## src/rtl/pfd_pkg.sv

```systemverilog
package pfd_pkg;

  // Encoding of the two error flops, bit 0 = advance, bit 1 = retard
  typedef enum logic [1:0] {
    PFD_IDLE = 2'b00,
    PFD_ADV  = 2'b01,
    PFD_RET  = 2'b10,
    PFD_BOTH = 2'b11
  } pfd_state_e;

  // Bits needed to hold the value v
  function automatic int unsigned pfd_cnt_w(input int unsigned v);
    return (v < 2) ? 1 : $clog2(v + 1);
  endfunction

endpackage

```

## src/rtl/pfd_rst_sync.sv

```systemverilog
module pfd_rst_sync #(
  parameter int unsigned STAGES = 2
) (
  input  logic clk,
  input  logic rst_n,
  output logic rst_sync_n
);

  logic [STAGES-1:0] sync_q;
  logic [STAGES-1:0] sync_d;

  always_comb begin
    sync_d = {sync_q[STAGES-2:0], 1'b1};
  end

  always_ff @(posedge clk or negedge rst_n) begin
    if (!rst_n) begin
      sync_q <= '0;
    end else begin
      sync_q <= sync_d;
    end
  end

  assign rst_sync_n = sync_q[STAGES-1];

endmodule

```

## src/rtl/pfd_edge_det.sv

```systemverilog
module pfd_edge_det #(
  parameter int unsigned CH = 2
) (
  input  logic          clk,
  input  logic          rst_n,
  input  logic [CH-1:0] sig_in,
  output logic [CH-1:0] rise_o
);

  for (genvar g = 0; g < CH; g++) begin : g_ch
    logic smp_q, prev_q;
    logic smp_d, prev_d;

    always_comb begin
      smp_d  = sig_in[g];
      prev_d = smp_q;
    end

    always_ff @(posedge clk or negedge rst_n) begin
      if (!rst_n) begin
        smp_q  <= 1'b0;
        prev_q <= 1'b0;
      end else begin
        smp_q  <= smp_d;
        prev_q <= prev_d;
      end
    end

    assign rise_o[g] = smp_q & ~prev_q;
  end

endmodule

```

## src/rtl/pfd_state_core.sv

```systemverilog
module pfd_state_core
  import pfd_pkg::*;
#(
  parameter int unsigned MIN_W = 2
) (
  input  logic       clk,
  input  logic       rst_n,
  input  logic       rise_ref,
  input  logic       rise_osc,
  output pfd_state_e state_o
);

  localparam int unsigned CW = pfd_cnt_w(MIN_W);

  logic          adv_q, ret_q;
  logic          adv_d, ret_d;
  logic [CW-1:0] hold_q, hold_d;
  logic          hold_en;
  logic          both, clr;

  always_comb begin
    both    = adv_q & ret_q;
    clr     = both && (hold_q == CW'(MIN_W - 1));
    hold_en = both | (hold_q != '0);
    if (clr) begin
      // a fresh edge in the clearing cycle starts the next comparison
      adv_d  = rise_ref;
      ret_d  = rise_osc;
      hold_d = '0;
    end else begin
      adv_d  = adv_q | rise_ref;
      ret_d  = ret_q | rise_osc;
      hold_d = both ? hold_q + CW'(1) : '0;
    end
  end

  always_ff @(posedge clk or negedge rst_n) begin
    if (!rst_n) begin
      adv_q <= 1'b0;
      ret_q <= 1'b0;
    end else begin
      adv_q <= adv_d;
      ret_q <= ret_d;
    end
  end

  always_ff @(posedge clk or negedge rst_n) begin
    if (!rst_n) begin
      hold_q <= '0;
    end else if (hold_en) begin
      hold_q <= hold_d;
    end
  end

  assign state_o = pfd_state_e'({ret_q, adv_q});

endmodule

```

## src/rtl/pfd_out_lock.sv

```systemverilog
module pfd_out_lock
  import pfd_pkg::*;
#(
  parameter int unsigned MIN_W = 2
) (
  input  logic       clk,
  input  logic       rst_n,
  input  pfd_state_e state_i,
  output logic       drv_hi,
  output logic       drv_lo,
  output logic       drv_en,
  output logic       ref_n,
  output logic       osc_n,
  output logic       lock
);

  localparam int unsigned CW = pfd_cnt_w(MIN_W);

  logic [CW-1:0] skew_q, skew_d;
  logic          skew_en;
  logic          one_sided;

  always_comb begin
    one_sided = (state_i == PFD_ADV) || (state_i == PFD_RET);
    skew_en   = one_sided | (skew_q != '0);
    if (!one_sided) begin
      skew_d = '0;
    end else if (skew_q == CW'(MIN_W)) begin
      skew_d = skew_q;
    end else begin
      skew_d = skew_q + CW'(1);
    end
  end

  always_ff @(posedge clk or negedge rst_n) begin
    if (!rst_n) begin
      skew_q <= '0;
    end else if (skew_en) begin
      skew_q <= skew_d;
    end
  end

  always_comb begin
    drv_hi = (state_i == PFD_ADV);
    drv_lo = (state_i == PFD_RET);
    drv_en = one_sided;
    ref_n  = !((state_i == PFD_ADV) || (state_i == PFD_BOTH));
    osc_n  = !((state_i == PFD_RET) || (state_i == PFD_BOTH));
    lock   = !(one_sided && (skew_q >= CW'(MIN_W)));
  end

endmodule

```

## src/rtl/pfd_lockdet.sv

```systemverilog
module pfd_lockdet
  import pfd_pkg::*;
#(
  parameter int unsigned MIN_W = 2
) (
  input  logic clk,
  input  logic rst_n,
  input  logic ref_in,
  input  logic osc_in,
  output logic err_drv_hi,
  output logic err_drv_lo,
  output logic err_drv_en,
  output logic ref_err_n,
  output logic osc_err_n,
  output logic lock_o
);

  logic       rst_core_n;
  logic [1:0] rise;
  pfd_state_e state;

  pfd_rst_sync #(.STAGES(2)) rst_i (
    .clk        (clk),
    .rst_n      (rst_n),
    .rst_sync_n (rst_core_n)
  );

  pfd_edge_det #(.CH(2)) edge_i (
    .clk    (clk),
    .rst_n  (rst_core_n),
    .sig_in ({osc_in, ref_in}),
    .rise_o (rise)
  );

  pfd_state_core #(.MIN_W(MIN_W)) core_i (
    .clk      (clk),
    .rst_n    (rst_core_n),
    .rise_ref (rise[0]),
    .rise_osc (rise[1]),
    .state_o  (state)
  );

  pfd_out_lock #(.MIN_W(MIN_W)) out_i (
    .clk     (clk),
    .rst_n   (rst_core_n),
    .state_i (state),
    .drv_hi  (err_drv_hi),
    .drv_lo  (err_drv_lo),
    .drv_en  (err_drv_en),
    .ref_n   (ref_err_n),
    .osc_n   (osc_err_n),
    .lock    (lock_o)
  );

endmodule

```

## config.mk

```make
export PLATFORM = sky130hd
export DESIGN_NAME = pfd_lockdet
export DESIGN_NICKNAME = d
export VERILOG_FILES = /design/src/rtl/pfd_pkg.sv /design/src/rtl/pfd_rst_sync.sv /design/src/rtl/pfd_edge_det.sv /design/src/rtl/pfd_state_core.sv /design/src/rtl/pfd_out_lock.sv /design/src/rtl/pfd_lockdet.sv
export SDC_FILE = /design/constraint.sdc
export NUM_CORES = 1
export LEC_CHECK = 0
export ABC_CLOCK_PERIOD_IN_PS = 1190
export BUFFER_PORTS_ARGS = -buffer_cell sky130_fd_sc_hd__buf_4
export CORE_AREA = 2 2 39 41
export CTS_CLUSTER_SIZE = 10
export DETAILED_ROUTE_END_ITERATION = 8
export DIE_AREA = 0 0 41 43
export GPL_TIMING_DRIVEN = 0
export PLACE_DENSITY_LB_ADDON = 0.3
export SYNTH_ARGS = -nofsm -noshare
export SYNTH_HDL_FRONTEND = slang
export SYNTH_SLANG_ARGS = --single-unit
```

## constraint.sdc

```tcl
create_clock -name clk -period 1.19 [get_ports clk]
set_input_delay 0.0595 -clock clk [delete_from_list [all_inputs] [get_ports clk]]
set_output_delay 0.0595 -clock clk [all_outputs]
set_load 0.05 [all_outputs]
```

Word level (Yosys, flattened, before mapping)
Cells that the tools add are included.
W data, S select, Z words.
{"block": "word_totals", "register_bits": 12, "out_inout_bits": 6, "word_cells": 44}
{"block": "op_classes", "add_sub_neg": 2, "magnitude_cmp": 1, "eq_ne": 6, "n_mux": 6, "bitwise_logic": 9, "reduce_logical": 11}
{"operator": "$mux W2", "n": 4}
{"operator": "$eq A2 B2 Y1 const B", "n": 3}
{"operator": "$add A2 B1 Y2 const B", "n": 2}
{"operator": "$eq A2 B1 Y1 const B", "n": 2}
{"operator": "$or A1 B1 Y1", "n": 4}
{"operator": "$reduce_bool A2 Y1", "n": 2}
{"operator": "$and A1 B1 Y1", "n": 3}
{"operator": "$logic_not A1 Y1", "n": 3}
{"operator": "$logic_or A1 B1 Y1", "n": 3}
{"operator": "$ge A2 B2 Y1 const B", "n": 1}
{"operator": "$logic_and A1 B1 Y1", "n": 2}
{"operator": "$mux W1", "n": 2}
{"operator": "$ne A2 B2 Y1 const B", "n": 1}
{"operator": "$not A1 Y1", "n": 2}
{"operator": "$reduce_and A2 Y1", "n": 1}

Longest topological paths before layout
Gate-level depths: netlist of run 1.
{"block": "depth", "word_depth": 4, "ltp_mapped": 4, "mapped_depth_nobuf": 4}

Modules after synthesis
From an unflattened synthesis of run 1, not the netlist that was laid out.
{"block": "unflattened", "hier_cells": 49, "area_unflattened_um2": 580.6}
{"module": "pfd_state_core", "instances": 1, "cells_each": 19, "area_each_um2": 214.0, "seq_area_each_um2": 100.1}
{"module": "pfd_out_lock", "instances": 1, "cells_each": 21, "area_each_um2": 185.2, "seq_area_each_um2": 50.0}
{"module": "pfd_edge_det", "instances": 1, "cells_each": 6, "area_each_um2": 127.6, "seq_area_each_um2": 100.1}
{"module": "pfd_rst_sync", "instances": 1, "cells_each": 3, "area_each_um2": 53.8, "seq_area_each_um2": 50.0}

Least setup slack after synthesis of run 1
OpenSTA, ideal clock, no wires.
{"block": "synth_timing", "path_kind": "register to output", "start": "register out_i.skew_q[0]", "end": "output lock_o", "arrival_time_ps": 1750, "t_required_ps": 1131, "slack_ps": -619, "path_stages_with_launch": 4, "n_path_buf": 0, "path_cell_list": "dfrtp_1 -> inv_1 -> ha_1 -> o21ai_0"}
{"block": "synth_between", "elab_chain_cells": 3}
{"item": "from (decl)", "line": "pfd_out_lock.sv:19", "rtl": "logic [CW-1:0] skew_q, skew_d;"}
{"item": "from (signal assigned)", "line": "pfd_out_lock.sv:39", "rtl": "skew_q <= skew_d;"}
{"item": "$ge A2 B2 Y1", "line": "pfd_out_lock.sv:49", "rtl": "lock = !(one_sided && (skew_q >= CW'(MIN_W)));"}
{"item": "$logic_and A1 B1 Y1", "line": "pfd_out_lock.sv:49"}
{"item": "$logic_not A1 Y1", "line": "pfd_out_lock.sv:49"}
{"item": "to (decl)", "line": "pfd_lockdet.sv:15", "rtl": "output logic lock_o"}
Every way passes these cells.

Worst setup path after layout of run 1
{"block": "layout_timing", "start": "register core_i.adv_q", "end": "output lock_o"}
{"block": "layout_between", "elab_chain_cells": 4, "word_cells_on_any_way": 5}
{"item": "from (decl)", "line": "pfd_state_core.sv:15", "rtl": "logic adv_q, ret_q;"}
{"item": "from (signal assigned)", "line": "pfd_state_core.sv:42", "rtl": "adv_q <= adv_d;"}
{"item": "$eq A2 B1 Y1 or $eq A2 B2 Y1 (tied branches)", "line": "pfd_out_lock.sv:24", "rtl": "one_sided = (state_i == PFD_ADV) || (state_i == PFD_RET);"}
{"item": "$logic_or A1 B1 Y1 *", "line": "pfd_out_lock.sv:24"}
{"item": "$logic_and A1 B1 Y1 *", "line": "pfd_out_lock.sv:49"}
{"item": "$logic_not A1 Y1 *", "line": "pfd_out_lock.sv:49"}
Every way passes the cells marked *; elsewhere a longest branch is shown, timed or not.

==> results.toml, run 1 <==
[setup_path]
endpoint_kind = "primary output"
crit_path_max_fanout = 4
required_ns = 1.13
worstSetupPathType = "reg2out"
rr_worst_depth = 5
arrival_ns = 1.31
startpoint_type = "flip-flop"

[sta]
period_share = 1.154
final.min_clock_period_ns = 1.374
setup_viol = 5
rsz0062_at_grt = "yes"
slew_violations = 0
hold_viol = 0
fin_skew_ns = 0.007235
setup_ws_ns = -0.1837
fmax_ghz = 0.7280

[logic_synthesis]
synth_largest_area_cell = "dfrtp_1"
synth_area_um2 = 540.5
seq_area_frac_synth = 0.5556
ys_seq_elements = 12
syn-num-nets = 60
synth.area.top_cells = "dfrtp_1, ha_1, inv_1"
synth_warnings = 0
synth_top_cell_area_share = 0.5556
ys_types = 14
syn_avg_cell_area_um2 = 11.26
syn_inst = 48

[die]
fp.dieH_um = 43
start_util = 0.3906
ios = 10
die_x_um = 41
core_area_um2 = 1384
fp.dieArea_um2 = 1763
rows = 14

[grt]
grt_overflow_total = 0
antenna_found_initial = 0
grt_pass1_vias = 396
grt_pass1_wl_um = 1476
grt_usage = 0.1298
grt_max_degree = 11

[placed_design]
placed_area_um2 = 665.6
dpl.cell_count = 73
io_buffers = 9
gp_congestion = 0.6750
pre_cts_slack_ns = -0.01858
dp_hpwl_um = 595.1

[clock_network]
clkTransAtPathRegs_ns = 0.07
htreeDepth = 1
cts-buffers-inserted = 3
cts_root_buf = "clkbuf_4"
clock-sinks = 12
cts_tree = "done"
clk_latency_ns = 0.26
cts_buffer_depth = 2

[cells_and_area]
area_delta_synth_final_pct = 51.85
layoutNonFillerInstCount = 84
drive_above_1_share = 0.4412
nFillCells = 115
layout.nets = 82
antennaDiodeCount = 0
fin_util = 0.5931
fin_area_um2 = 820.8

[route]
drc = 0
wirelength_um = 797
vias = 369
wire_per_inst_um = 9.488
drt_iter0_markers = 6
ant_nets = 0
routed_via_density = 4.393
firstDrtPassIters = 4

[worst_hold_path]
hp-class = "in2async"

[outcome]
outcome = "complete, but fails checks"
violations = "setup timing"

[job]
drv_cap = 0
sequential cells by signal (all words and copies together), names as in the netlist:
name	flops
core_i.adv_q	1
core_i.hold_q	2
core_i.ret_q	1
edge_i.g_ch.prev_d	2
edge_i.g_ch.prev_q	2
out_i.skew_q	2
rst_i.sync_q	2
layer usage:
layer,track usage,up-vias,share of wire
met5,0,-,0
met4,0.1000,0,0
met3,0.03141,0,0.029
met2,0.1938,8,0.50
met1,0.1503,169,0.47
li1,-,192,-
per-stage QoR:
step | TNS [ns] | hold slack (ns)
2_1_floorplan | -0.2067 | -0.2361
3_3_place_gp | -0.002983 | -0.1578
3_5_place_dp | -0.01858 | -0.1581
4_1_cts | -0.7137 | 0.09326
5_1_grt | -0.9169 | 0.09734
6_report | -0.6350 | 0.1111
worst max-delay path: stages (launching register included):
cell	delay [ns]
dfrtp_2	0.44
ha_4	0.29
clkinvlp_4	0.09
o21ai_4	0.06
buf_6	0.17
cell type report:
cell class | count | area (um^2) | area share
Timing Repair Buffer | 17 | 157.7 | 0.1921
Inverter | 9 | 37.54 | 0.04573
Tap cell | 16 | 20.02 | 0.02439
Clock buffer | 3 | 22.52 | 0.02744
Multi-Input combinational cell | 27 | 280.3 | 0.3415
Sequential cell | 12 | 302.8 | 0.3689
worst paths after layout:
path	start	endpoint	slack [ns]
max	core_i.adv_q$_DFF_PN0_	lock_o	-0.18
min in group clk	rst_i.sync_q[0]$_DFF_PN0_	rst_i.sync_q[1]$_DFF_PN0_	0.35
max in group asynchronous	rst_i.sync_q[1]$_DFF_PN0_	core_i.adv_q$_DFF_PN0_	0.76
max reg2reg	core_i.adv_q$_DFF_PN0_	core_i.hold_q[1]$_DFFE_PN0P_	0.04
min reg2reg	rst_i.sync_q[1]$_DFF_PN0_	edge_i.g_ch[0].prev_d$_DFF_PN0_	0.14
min	rst_n	rst_i.sync_q[1]$_DFF_PN0_	0.11
cell usage in the layout (no fill, tap or decap), drive strengths merged:
cell,instances
buf,14
dfrtp,12
inv,8
ha,8
nand2,4
clkbuf,3
dlygate4sd3,3
o21ai,3
a22o,2
o22ai,2
nand3,2
nor2,2
clkinvlp,1
mux2i,1
nand2b,1
xor2,1
conb,1
kinds of logic (layout without fill, tap and decap cells):
logic type / after synthesis / after routing / share of synthesized area
DFF: 12 / 12 / 0.5556
and+or+nand+nor: 9 / 9 / 0.07176
buffers and inverters: 9 / 29 / 0.06250
adders and majority gates: 8 / 8 / 0.1852
AOI/OAI and AO/OA: 7 / 7 / 0.08333
other: 1 / 1 / 0.006938
xor gates and xnor gates: 1 / 1 / 0.01621
muxes: 1 / 1 / 0.01852
Yosys cell counts:
cell type and instances:
xor2_1 1, nand2b_1 1, o21ai_0 2, dfrtp_1 12
o21ai_1 1, conb_1 1, a22o_1 2, ha_1 8
o22ai_1 2, nand2_1 4, nand3_1 2, inv_1 9
nor2_1 2, mux2i_1 1
repair_timing:
action | 4_1_cts | 5_1_grt
hold endpoints to repair | 4 | 0
setup buffers | 5 | 0
pin swaps | 2 | 0
resized for setup | 11 | 5
endpoints found under the setup margin | 5 | 9
hold buffers | 3 | 0
gates cloned | 0 | 0
Power of run 1 is not shown: default switching activity piles up to over one toggle a cycle in this logic, so the estimate is an artifact.
==> inputs of run 2 (changes only) <==
--- a/config.mk
+++ b/config.mk
@@ -7,10 +7,11 @@
 export LEC_CHECK = 0
 export ABC_CLOCK_PERIOD_IN_PS = 1190
 export BUFFER_PORTS_ARGS = -buffer_cell sky130_fd_sc_hd__buf_4
-export CORE_AREA = 2 2 39 41
+export CELL_PAD_IN_SITES_DETAIL_PLACEMENT = 0
+export CELL_PAD_IN_SITES_GLOBAL_PLACEMENT = 1
+export CORE_UTILIZATION = 39
 export CTS_CLUSTER_SIZE = 10
 export DETAILED_ROUTE_END_ITERATION = 8
-export DIE_AREA = 0 0 41 43
 export GPL_TIMING_DRIVEN = 0
 export PLACE_DENSITY_LB_ADDON = 0.3
 export SYNTH_ARGS = -nofsm -noshare
==> run 2 against run 1 <==
Compared with the run above:
- the run still ends with setup timing left
- critical path depth unchanged
- final area shrank 1.7%
- largest cell class unchanged
- setup slack got worse by 0.030 ns
- highest routed layer is now met4
- via count increased by 2.2%
- critical endpoint unchanged
- non-clock buffer count down 1
==> results.toml, run 2 (synthesis results as in run 1) <==
[outcome]
outcome = "complete, but fails checks"
violations = "setup timing"

[placed_design]
gp_congestion = 0.6683
dp_hpwl_um = 577.7
io_buffers = 9
dpl.cell_count = 72

[clock_network]
htreeDepth = 1
clkTransAtPathRegs_ns = 0.08
clk_latency_ns = 0.27
cts_buffer_depth = 2
clock-sinks = 12
cts_root_buf = "clkbuf_4"
cts_tree = "done"
cts-buffers-inserted = 3

[cells_and_area]
layoutNonFillerInstCount = 83
layout.nets = 81
fin_util = 0.6202
drive_above_1_share = 0.4412
layout_commonest_cell = "dfrtp_1"
antennaDiodeCount = 0
area_delta_synth_final_pct = 49.31
mostFrequentLayoutCells = "dfrtp_1, buf_4, inv_1, nand2_1, buf_6"

[die]
rows = 13
ios = 10
die_x_um = 39.23
start_util = 0.4154
fp.dieArea_um2 = 1539
fp.dieH_um = 39.23
core_area_um2 = 1301

[sta]
setup_viol = 5
fmax_ghz = 0.7122
hold_viol = 0
period_share = 1.180
setup_ws_ns = -0.2141
slew_violations = 0
fin_skew_ns = 0.006569
final.min_clock_period_ns = 1.404
rsz0062_at_grt = "yes"

[route]
drt_iter0_markers = 5
routed_via_density = 4.542
drc = 0
ant_nets = 0
wirelength_um = 848
firstDrtPassIters = 4
wire_per_inst_um = 10.22
vias = 377

[worst_hold_path]
hp-class = "in2async"

[setup_path]
endpoint_kind = "primary output"
crit_path_max_fanout = 4
startpoint_type = "flip-flop"
worstSetupPathType = "reg2out"
rr_endpoint = "out_i.skew_q[1]$_DFFE_PN0P_"
endpoint = "lock_o"
r2r-start = "out_i.skew_q[0]$_DFFE_PN0P_"
rrSetupSlack_ns = 0.08
arrival_ns = 1.34
required_ns = 1.13
rr_worst_depth = 4
worstSetupStartpoint = "core_i.adv_q$_DFF_PN0_"

[job]
drv_cap = 0

[grt]
grt_pass1_wl_um = 1235
grt_pass1_vias = 321
antenna_found_initial = 0
grt_max_degree = 11
grt_usage = 0.1288
grt_overflow_total = 0
==> run 2: cell count changes in the layout (fill, tap and decap cells not counted), sizes merged <==
cell / before / now
buf: 14 / 13
clkbuf: 3 / 4
==> run 2: metrics by stage <==
stage               setup WS (ns)  TNS [ns]  instance area (um^2)  hold slack [ns]
finish                    -0.2141   -0.7585                 807.0          0.09216
floorplan                 -0.1216   -0.2067                 578.1          -0.2361
global placement         -0.01495  -0.01495                 664.4          -0.1579
global route              -0.2637   -0.9749                 807.0           0.1006
CTS                       -0.2139   -0.6841                 779.5          0.08860
detailed placement       -0.02881  -0.02881                 664.4          -0.1574
==> run 2: what timing repair did <==
item / 4_1_cts / 5_1_grt
hold endpoints to repair: 4 / 0
setup endpoints to repair: 7 / 9
setup buffers: 3 / 1
pin swaps: 1 / 1
gates resized for setup: 9 / 5
hold buffers: 3 / 0
==> run 2: layout make-up <==
class | instances | area (um^2)
Sequential cell | 12 | 304.0
Inverter | 9 | 37.54
Tap cell | 15 | 18.77
Clock buffer | 4 | 36.28
Multi-Input combinational cell | 27 | 260.3
Timing Repair Buffer | 16 | 150.1
Fill cell | 109 | 494.2
==> run 2: critical path, stage by stage (launching register included) <==
cell	delay, ns
dfrtp_2	0.44
ha_4	0.29
clkinvlp_4	0.10
o21ai_4	0.07
buf_6	0.17
==> run 2: metal layers <==
| layer | wire, um | global-route usage | up-vias |
|---|---|---|---|
| li1 | - | - | 192 |
| met1 | 401 | 0.1541 | 175 |
| met2 | 422 | 0.1917 | 8 |
| met3 | 19 | 0.01734 | 2 |
| met4 | 4 | 0.1293 | 0 |
| met5 | 0 | 0 | - |
==> run 2: worst min path at each step <==
stage	startpoint	end	depth (start not counted)
global route	rst_n	rst_i.sync_q[1]$_DFF_PN0_	2
global placement	rst_n	rst_i.sync_q[0]$_DFF_PN0_	1
detailed placement	rst_n	rst_i.sync_q[1]$_DFF_PN0_	1
CTS	rst_n	rst_i.sync_q[1]$_DFF_PN0_	2
floorplan	rst_n	rst_i.sync_q[0]$_DFF_PN0_	0
finish	rst_n	rst_i.sync_q[1]$_DFF_PN0_	2
Power of run 2 is left out for the same reason.
